<file path="src/rtl/xmodem_rx_pkg.sv">
package xmodem_rx_pkg;

    localparam logic [7:0] CODE_BLOCK_START = 8'h01;
    localparam logic [7:0] CODE_END         = 8'h04;
    localparam logic [7:0] CODE_ACK         = 8'h06;
    localparam logic [7:0] CODE_CRC_REQ     = 8'h43;

    typedef enum logic [3:0] {
        ST_IDLE,
        ST_SEND_REQ,
        ST_HEADER,
        ST_NUM,
        ST_NUM_INV,
        ST_PAYLOAD,
        ST_CHK_HI,
        ST_CHK_LO,
        ST_SEND_ACK,
        ST_SEND_FINAL
    } rx_state_e;

    // One byte through an MSB-first CRC shift register.
    function automatic logic [15:0] crc16_byte(input logic [15:0] crc_in,
                                               input logic [7:0]  data,
                                               input logic [15:0] poly);
        logic [15:0] acc;
        acc = crc_in;
        for (int i = 7; i >= 0; i--) begin
            if (acc[15] ^ data[i])
                acc = {acc[14:0], 1'b0} ^ poly;
            else
                acc = {acc[14:0], 1'b0};
        end
        return acc;
    endfunction

endpackage

</file>
<file path="src/rtl/xmodem_crc16.sv">
module xmodem_crc16 #(
    parameter logic [15:0] POLY = 16'h1021,
    parameter logic [15:0] INIT = 16'h0000
) (
    input  logic        clk,
    input  logic        rst_n,
    input  logic        clr_i,
    input  logic        en_i,
    input  logic [7:0]  data_i,
    output logic [15:0] crc_o
);
    import xmodem_rx_pkg::*;

    typedef struct packed {
        logic [15:0] crc;
    } crc_reg_t;

    crc_reg_t r_d, r_q;

    always_comb begin
        r_d = r_q;
        if (clr_i)
            r_d.crc = INIT;
        else if (en_i)
            r_d.crc = crc16_byte(r_q.crc, data_i, POLY);
    end

    always_ff @(posedge clk or negedge rst_n) begin
        if (!rst_n)
            r_q <= '{crc: INIT};
        else
            r_q <= r_d;
    end

    assign crc_o = r_q.crc;

endmodule

</file>
<file path="src/rtl/xmodem_tx_slot.sv">
module xmodem_tx_slot #(
    parameter int W = 8
) (
    input  logic         clk,
    input  logic         rst_n,
    input  logic         push_i,
    input  logic [W-1:0] byte_i,
    input  logic         ready_i,
    output logic         valid_o,
    output logic [W-1:0] data_o,
    output logic         free_o
);
    typedef struct packed {
        logic         valid;
        logic [W-1:0] data;
    } slot_t;

    slot_t s_d, s_q;

    always_comb begin
        s_d = s_q;
        if (s_q.valid && ready_i)
            s_d.valid = 1'b0;
        if (push_i) begin
            s_d.valid = 1'b1;
            s_d.data  = byte_i;
        end
    end

    always_ff @(posedge clk or negedge rst_n) begin
        if (!rst_n)
            s_q <= '0;
        else
            s_q <= s_d;
    end

    assign valid_o = s_q.valid;
    assign data_o  = s_q.data;
    assign free_o  = !s_q.valid;

endmodule

</file>
<file path="src/rtl/xmodem_crc_rx.sv">
module xmodem_crc_rx #(
    parameter int          AW        = 32,
    parameter int          LW        = 32,
    parameter int          BLK_BYTES = 128,
    parameter logic [15:0] CRC_POLY  = 16'h1021
) (
    input  logic          clk,
    input  logic          rst_n,
    input  logic          start_i,
    input  logic [AW-1:0] base_addr_i,
    input  logic [7:0]    rx_data_i,
    input  logic          rx_valid_i,
    output logic          rx_ready_o,
    output logic [7:0]    tx_data_o,
    output logic          tx_valid_o,
    input  logic          tx_ready_i,
    output logic [AW-1:0] wr_addr_o,
    output logic [7:0]    wr_data_o,
    output logic          wr_en_o,
    output logic          done_o,
    output logic          ok_o,
    output logic [LW-1:0] len_o
);
    import xmodem_rx_pkg::*;

    localparam int            CNT_W    = $clog2(BLK_BYTES);
    localparam logic [CNT_W-1:0] CNT_LAST = CNT_W'(BLK_BYTES - 1);

    typedef struct packed {
        rx_state_e        state;
        logic [7:0]       blk_exp;
        logic [7:0]       blk_num;
        logic [7:0]       chk_hi;
        logic [CNT_W-1:0] cnt;
        logic [AW-1:0]    blk_base;
        logic [LW-1:0]    len;
        logic             ok;
        logic             done;
        logic             wr_en;
        logic [AW-1:0]    wr_addr;
        logic [7:0]       wr_data;
    } eng_t;

    eng_t e_d, e_q;

    logic        take;
    logic        tx_push;
    logic [7:0]  tx_byte;
    logic        tx_free;
    logic        crc_clr;
    logic        crc_en;
    logic [15:0] crc_val;

    assign take = rx_valid_i && rx_ready_o;

    always_comb begin
        e_d        = e_q;
        e_d.done   = 1'b0;
        e_d.wr_en  = 1'b0;
        rx_ready_o = 1'b0;
        tx_push    = 1'b0;
        tx_byte    = 8'h00;
        crc_clr    = 1'b0;
        crc_en     = 1'b0;

        unique case (e_q.state)
            ST_IDLE: begin
                rx_ready_o = 1'b1;  // idle bytes are dropped
                if (start_i) begin
                    e_d.state    = ST_SEND_REQ;
                    e_d.blk_base = base_addr_i;
                    e_d.blk_exp  = 8'd1;
                    e_d.len      = '0;
                    e_d.ok       = 1'b0;
                end
            end
            ST_SEND_REQ: begin
                if (tx_free) begin
                    tx_push   = 1'b1;
                    tx_byte   = CODE_CRC_REQ;
                    e_d.state = ST_HEADER;
                end
            end
            ST_HEADER: begin
                rx_ready_o = 1'b1;
                if (take) begin
                    if (rx_data_i == CODE_BLOCK_START) begin
                        e_d.state = ST_NUM;
                        crc_clr   = 1'b1;
                    end else if (rx_data_i == CODE_END) begin
                        e_d.state = ST_SEND_FINAL;
                    end else begin
                        e_d.state = ST_IDLE;
                        e_d.done  = 1'b1;
                        e_d.ok    = 1'b0;
                        e_d.len   = '0;
                    end
                end
            end
            ST_NUM: begin
                rx_ready_o = 1'b1;
                if (take) begin
                    e_d.blk_num = rx_data_i;
                    e_d.state   = ST_NUM_INV;
                end
            end
            ST_NUM_INV: begin
                rx_ready_o = 1'b1;
                if (take) begin
                    if (((e_q.blk_num ^ rx_data_i) != 8'hFF) ||
                        (e_q.blk_num != e_q.blk_exp)) begin
                        e_d.state = ST_IDLE;
                        e_d.done  = 1'b1;
                        e_d.ok    = 1'b0;
                        e_d.len   = '0;
                    end else begin
                        e_d.state = ST_PAYLOAD;
                        e_d.cnt   = '0;
                    end
                end
            end
            ST_PAYLOAD: begin
                rx_ready_o = 1'b1;
                if (take) begin
                    crc_en      = 1'b1;
                    e_d.wr_en   = 1'b1;
                    e_d.wr_addr = e_q.blk_base + AW'(e_q.cnt);
                    e_d.wr_data = rx_data_i;
                    e_d.cnt     = e_q.cnt + 1'b1;
                    if (e_q.cnt == CNT_LAST)
                        e_d.state = ST_CHK_HI;
                end
            end
            ST_CHK_HI: begin
                rx_ready_o = 1'b1;
                if (take) begin
                    e_d.chk_hi = rx_data_i;
                    e_d.state  = ST_CHK_LO;
                end
            end
            ST_CHK_LO: begin
                rx_ready_o = 1'b1;
                if (take) begin
                    if ({e_q.chk_hi, rx_data_i} == crc_val) begin
                        e_d.state    = ST_SEND_ACK;
                        e_d.len      = e_q.len + LW'(BLK_BYTES);
                        e_d.blk_base = e_q.blk_base + AW'(BLK_BYTES);
                        e_d.blk_exp  = e_q.blk_exp + 8'd1;
                    end else begin
                        e_d.state = ST_IDLE;
                        e_d.done  = 1'b1;
                        e_d.ok    = 1'b0;
                        e_d.len   = '0;
                    end
                end
            end
            ST_SEND_ACK: begin
                if (tx_free) begin
                    tx_push   = 1'b1;
                    tx_byte   = CODE_ACK;
                    e_d.state = ST_HEADER;
                end
            end
            ST_SEND_FINAL: begin
                if (tx_free) begin
                    tx_push   = 1'b1;
                    tx_byte   = CODE_ACK;
                    e_d.state = ST_IDLE;
                    e_d.done  = 1'b1;
                    e_d.ok    = 1'b1;
                end
            end
            default: e_d.state = ST_IDLE;
        endcase
    end

    always_ff @(posedge clk or negedge rst_n) begin
        if (!rst_n) begin
            e_q       <= '0;
            e_q.state <= ST_IDLE;
        end else begin
            e_q <= e_d;
        end
    end

    xmodem_crc16 #(
        .POLY (CRC_POLY),
        .INIT (16'h0000)
    ) u_crc (
        .clk    (clk),
        .rst_n  (rst_n),
        .clr_i  (crc_clr),
        .en_i   (crc_en),
        .data_i (rx_data_i),
        .crc_o  (crc_val)
    );

    xmodem_tx_slot #(
        .W (8)
    ) u_tx (
        .clk     (clk),
        .rst_n   (rst_n),
        .push_i  (tx_push),
        .byte_i  (tx_byte),
        .ready_i (tx_ready_i),
        .valid_o (tx_valid_o),
        .data_o  (tx_data_o),
        .free_o  (tx_free)
    );

    assign wr_en_o   = e_q.wr_en;
    assign wr_addr_o = e_q.wr_addr;
    assign wr_data_o = e_q.wr_data;
    assign done_o    = e_q.done;
    assign ok_o      = e_q.ok;
    assign len_o     = e_q.len;

endmodule

</file>
<file path="config.mk">
export PLATFORM = sky130hd
export DESIGN_NAME = xmodem_crc_rx
export DESIGN_NICKNAME = d
export VERILOG_FILES = /design/src/rtl/xmodem_rx_pkg.sv /design/src/rtl/xmodem_crc16.sv /design/src/rtl/xmodem_tx_slot.sv /design/src/rtl/xmodem_crc_rx.sv
export SDC_FILE = /design/constraint.sdc
export NUM_CORES = 1
export LEC_CHECK = 0
export ABC_AREA = 1
export BUFFER_PORTS_ARGS = -buffer_cell sky130_fd_sc_hd__buf_2
export CAP_MARGIN = 20
export CORE_ASPECT_RATIO = 1.2
export CORE_MARGIN = 2
export CORE_UTILIZATION = 61
export CTS_BUF_LIST = sky130_fd_sc_hd__clkbuf_8
export CTS_CLUSTER_SIZE = 8
export DETAILED_ROUTE_END_ITERATION = 16
export GPL_TIMING_DRIVEN = 1
export PLACE_DENSITY = 0.79
export SKIP_CTS_REPAIR_TIMING = 1
export SLEW_MARGIN = 25
export SYNTH_ARGS = -nofsm -noshare
export SYNTH_HDL_FRONTEND = slang
export SYNTH_HIERARCHICAL = 1
export SYNTH_SLANG_ARGS = --single-unit
</file>
<file path="constraint.sdc">
create_clock -name clk -period 2.6 [get_ports clk]
set_input_delay 0.26 -clock clk [delete_from_list [all_inputs] [get_ports clk]]
set_output_delay 0.26 -clock clk [all_outputs]
set_load 0.005 [all_outputs]
</file>
Yosys cells after proc, flatten, opt, wreduce, memory -nomap -nowiden
Cells that the tools add are included.
Storage, ports and cells
  flip-flop bits (word level): 167
  output and inout port bits: 85
  word-level logic and storage cells: 165
Operators by class
  add/subtract/negate cells: 5
  equality and inequality tests: 31
  multiplexer cells: 75
  bitwise logic cells: 17
  reductions and logical operators: 22
Operators with widths (number)
  2-to-1 mux 16 bit: 16
  2-to-1 mux 34 bit: 5
  one-hot mux 32 bit (4 select lines): 1
  2-to-1 mux 13 bit: 8
  2-to-1 mux 41 bit: 2
  2-to-1 mux 66 bit: 1
  2-to-1 mux 65 bit: 1
  adder 32 x 8 -> 32 bit (second input constant): 2
  2-to-1 mux 32 bit: 2
  one-hot mux 32 bit (2 select lines): 1
  2-to-1 mux 4 bit: 11
  one-hot mux 4 bit (9 select lines): 1
  adder 32 x 7 -> 32 bit: 1
  inequality test 2 bit (second input constant): 16
  2-to-1 mux 7 bit: 4
  one-hot mux 7 bit (2 select lines): 2
  2-to-1 mux 12 bit: 2
  inverter 3 bit: 8
  AND reduction 10 bit: 2
  equality test 16 bit: 1
  equality test 4 x 3 -> 1 bit (second input constant): 4
  one-hot mux 8 bit (2 select lines): 1
  2-to-1 mux 1 bit: 9
  2-to-1 mux 9 bit: 1
  other kinds (29): 48

Depth between registers and ports, before layout
  word-level depth: 36
  gate-level depth with buffers: 14

Cells and area by module
Netlist, hierarchy kept.
Modules (own cells, without submodules)
  xmodem_crc_rx: times used 1, cells each 1272, area each 9076.2 sq um, seq. area each 3378.2 sq um
  xmodem_crc16: times used 1, cells each 157, area each 1003.5 sq um, seq. area each 400.4 sq um
  xmodem_tx_slot: times used 1, cells each 39, area each 345.3 sq um, seq. area each 225.2 sq um

Worst setup path after synthesis
No wires, ideal clock.
  path type: register to register
  start point: register e_q[107] (netlist name)
  end point: register e_q, in the netlist wr_addr_o[26]
  library setup time: 0.117 ns
  arrival: 1.765 ns
  setup slack: 0.717 ns
  stages on the path, launching flop included: 13
  clock period less this slack: 1.883 ns
  path through: dfrtp_1 > ha_1 > fa_1 > nand2_1 > nand2_1 > nand3b_1 > nand2_1 > a21oi_1 > inv_1 > nand2_1 > nand2_1 > nand3_1 > nand2_1
Between the ends
  longest elaborated chain between the ends: 1
RTL lines
  from (decl): RTL line xmodem_crc_rx.sv:44  | eng_t e_d, e_q;
  adder 32 x 7 -> 32 bit: RTL line xmodem_crc_rx.sv:127  | e_d.wr_addr = e_q.blk_base + AW'(e_q.cnt);
Every way passes these cells.
A chain may end at the register's enable or synchronous reset.

Worst setup path after layout
  start point: register u_crc.r_q, in the netlist u_crc/crc_o[11]
  end point: register e_q[134] (netlist name)
Between the ends
  longest elaborated chain between the ends: 3
RTL lines
  from (decl): RTL line xmodem_crc16.sv:18  | crc_reg_t r_d, r_q;
  from (signal assigned): RTL line xmodem_crc16.sv:30  | r_q <= '{crc: INIT};
  from (signal assigned): RTL line xmodem_crc16.sv:32  | r_q <= r_d;
  equality test 16 bit: RTL line xmodem_crc_rx.sv:144  | if ({e_q.chk_hi, rx_data_i} == crc_val) begin
  inequality test 2 bit (no line)
  AND reduction 4 bit (no line)
Every way passes these cells.

==> flow_summary.ini <==
[outcome]
outcome = complete, but fails checks
violations = hold timing

[routing]
initialDrtViolationCount = 776
vias = 9480
ant_nets = 0
drc = 0
routed_wl_um = 26900
avgViaCountPerCell = 5.39
wl_per_cell_um = 15.3
drtPass1Iterations = 6

[worst_setup_path]
critPathArrivalTime_ps = 2750
critical_path.startpoint_type = register
path_max_fanout = 43
slowest_delay_ps = 420
crit_required_ps = 2950
worstReg2RegStart = u_crc/crc_o[11]
cpMaxStageDelayCell = dfrtp_1
worstSetupEndpointType = register
cp_cell_sequence = xor2_1, nor2_1, nand2_1, nor2_1, nand3_2, nand2_4, nand2_4, nand2_1, o21ai_2
crit_type = reg2reg
worstSetupStartpoint = u_crc/crc_o[11]

[global_route]
grt_use_total = 0.306
first_global_vias = 9074
grt_pass1_wl_um = 43700
overflow = 0
grt_max_degree = 74
antenna_found_initial = 3

[timing]
setup-violations-final = 0
fin_ws_ps = 199
slew_headroom = 0.500
worstMarginPinSlew_ps = 750
fmax_mhz = 416
period_needed_ps = 2400
tns_ps = 0
rsz0062_at_grt = no
skew_ps = 13.4
finalHoldWorstSlack_ps = -8.06
hold_violations = 2
post-route-period-util = 0.924
maxSlewViolCount = 0

[floorplanning]
die-area_mm2 = 0.0182
fp-row-count = 52
coreArea_mm2 = 0.0168
io_pins = 130
die_h_um = 147
initial_core_util = 0.621
die_w_um = 123

[finish]
final_layout_size_suffix_gt1_frac = 0.157
nets = 1584
nFillCells = 1550
syn_to_final_growth_pct = 6.63

[placement]
dp_hpwl_um = 20100
port_buffers = 122
gp_congestion = 0.938
place_ws_ps = 321

[clocking]
clk_latency_ps = 480
cts-root-buf = clkbuf_8
numCtsBuffers = 17
htree_num_levels = 4
cts_tree = built
ctsLongestPathBuffers = 2
clk_pin_slew_ps = 100
clock-sinks = 160

[yosys]
async_flop_share = 1.00
synth_top_area_cell = dfrtp_1
ys_ff_latch = 160
synth-edff-count = 0
synth_top_area_share = 0.384
synth_area_mm2 = 0.0104
ys_warn_count = 6
synth.avg_cell_area_um2 = 7.10
synth_area_leaders = dfrtp_1, nand2_1, nand3_1
yosys.cell_types.count = 47
yosysSeqAreaShare = 0.384
synth_top_flop_cell = dfrtp_1
synthCells = 1468

[pwr]
ir_drop_uv = 554
leakage_nw = 5.97
pwr_density_cell_mw_per_mm2 = 889

[worst_hold_path]
hold_start = base_addr_i[17]
min_path_type = in2reg

[flow_run]
max-cap-violations = 0
[logic make-up after synthesis]
logic type	Yosys count	share of synthesized area
xor+xnor	67	0.0563
fa+ha+maj	12	0.0151
buf+inv	252	0.126
flops	160	0.384
simple gates	870	0.360
other cells	1	0.000360
compound gates	106	0.0574
[report_power, final]
| part | internal, mW | switching (mW) |
|---|---|---|
| Combinational | 1.42 | 2.38 |
| Clock | 0.807 | 1.09 |
| Sequential | 3.29 | 0.900 |
[sequential cells by signal, summed over array words and instances (netlist names)]
name,count
e_q,67
wr_addr_o,32
len_o,25
u_crc/crc_o,16
u_tx/data_o,8
wr_data_o,8
done_o,1
ok_o,1
u_tx/valid_o,1
wr_en_o,1
[path summary, 6_finish.rpt]
check	slack, ps	depth (start not counted)	endpoint
setup / recovery	200	9	e_q[134]
hold / removal	-8	3	e_q[92]
setup reg to reg	200	9	e_q[134]
hold reg to reg	470	2	u_tx/data_o[0]
max in group asynchronous	1560	3	e_q[125]
min in group asynchronous	300	2	len_o[18]
[critical path: cells and delay by family (launching register included)]
kind	cells	cell delay, ps
flip-flops	1	420
AND/OR/NAND/NOR	7	1600
AO/OA/AOI/OAI	1	70
XOR/XNOR	1	170
[cell usage in the layout (no fill, tap or decap), drive strengths merged, types with 22 or more instances in the layout]
cell type / synthesis / routed
buf: 102 / 137
dfrtp: 160 / 160
inv: 144 / 154
nand2: 552 / 552
nand3: 143 / 143
nand4: 24 / 24
nor2: 116 / 116
o21ai: 82 / 82
xnor2: 22 / 22
xor2: 45 / 45
[stage by stage]
| stage | power (mW) | area [um^2] | util | hold slack, ps | cells |
|---|---|---|---|---|---|
| detailed placement | 7.99 | 10700 | 0.637 | 259 | 1723 |
| finish | 9.88 | 11100 | 0.662 | -8.06 | 1758 |
| global placement | 7.87 | 10700 | 0.637 | 261 | 1723 |
| CTS | 9.89 | 11100 | 0.661 | -252 | 1755 |
| global route | 10.7 | 11100 | 0.662 | 2.83 | 1756 |
| floorplan | 7.12 | 10500 | - | -35.6 | 1478 |
[layout make-up]
type / instances / area (um^2) / share of cell area
clock inverter: 15 / 166 / 0.0150
tap: 216 / 270 / 0.0243
inverter: 144 / 541 / 0.0486
antenna: 2 / 5.00 / 0.000450
timing repair buffer: 138 / 752 / 0.0676
sequential: 160 / 4000 / 0.360
clock buffer: 17 / 234 / 0.0210
multi-input combinational: 1066 / 5140 / 0.463
[layer usage]
layer	global-route usage	routed length [um]	vias up
met2	0.514	13400	291
met5	0	13	-
met1	0.384	11200	4461
met4	0.132	924	2
met3	0.0543	1440	65
li1	-	-	4661
[cells in the mapped netlist, types with 10 or more instances]
library cell and n:
nand2_1 542, nand3_1 138, nor2_1 100, o21ai_0 62
nor3_1 16, xnor2_1 22, ha_1 11, inv_1 125
buf_2 16, o21ai_1 14, xor2_1 45, buf_4 79
nand4_1 20, a21oi_1 13, inv_2 19, nor2_2 10
dfrtp_1 160
Note: power is estimated with default switching activity, not from simulation.
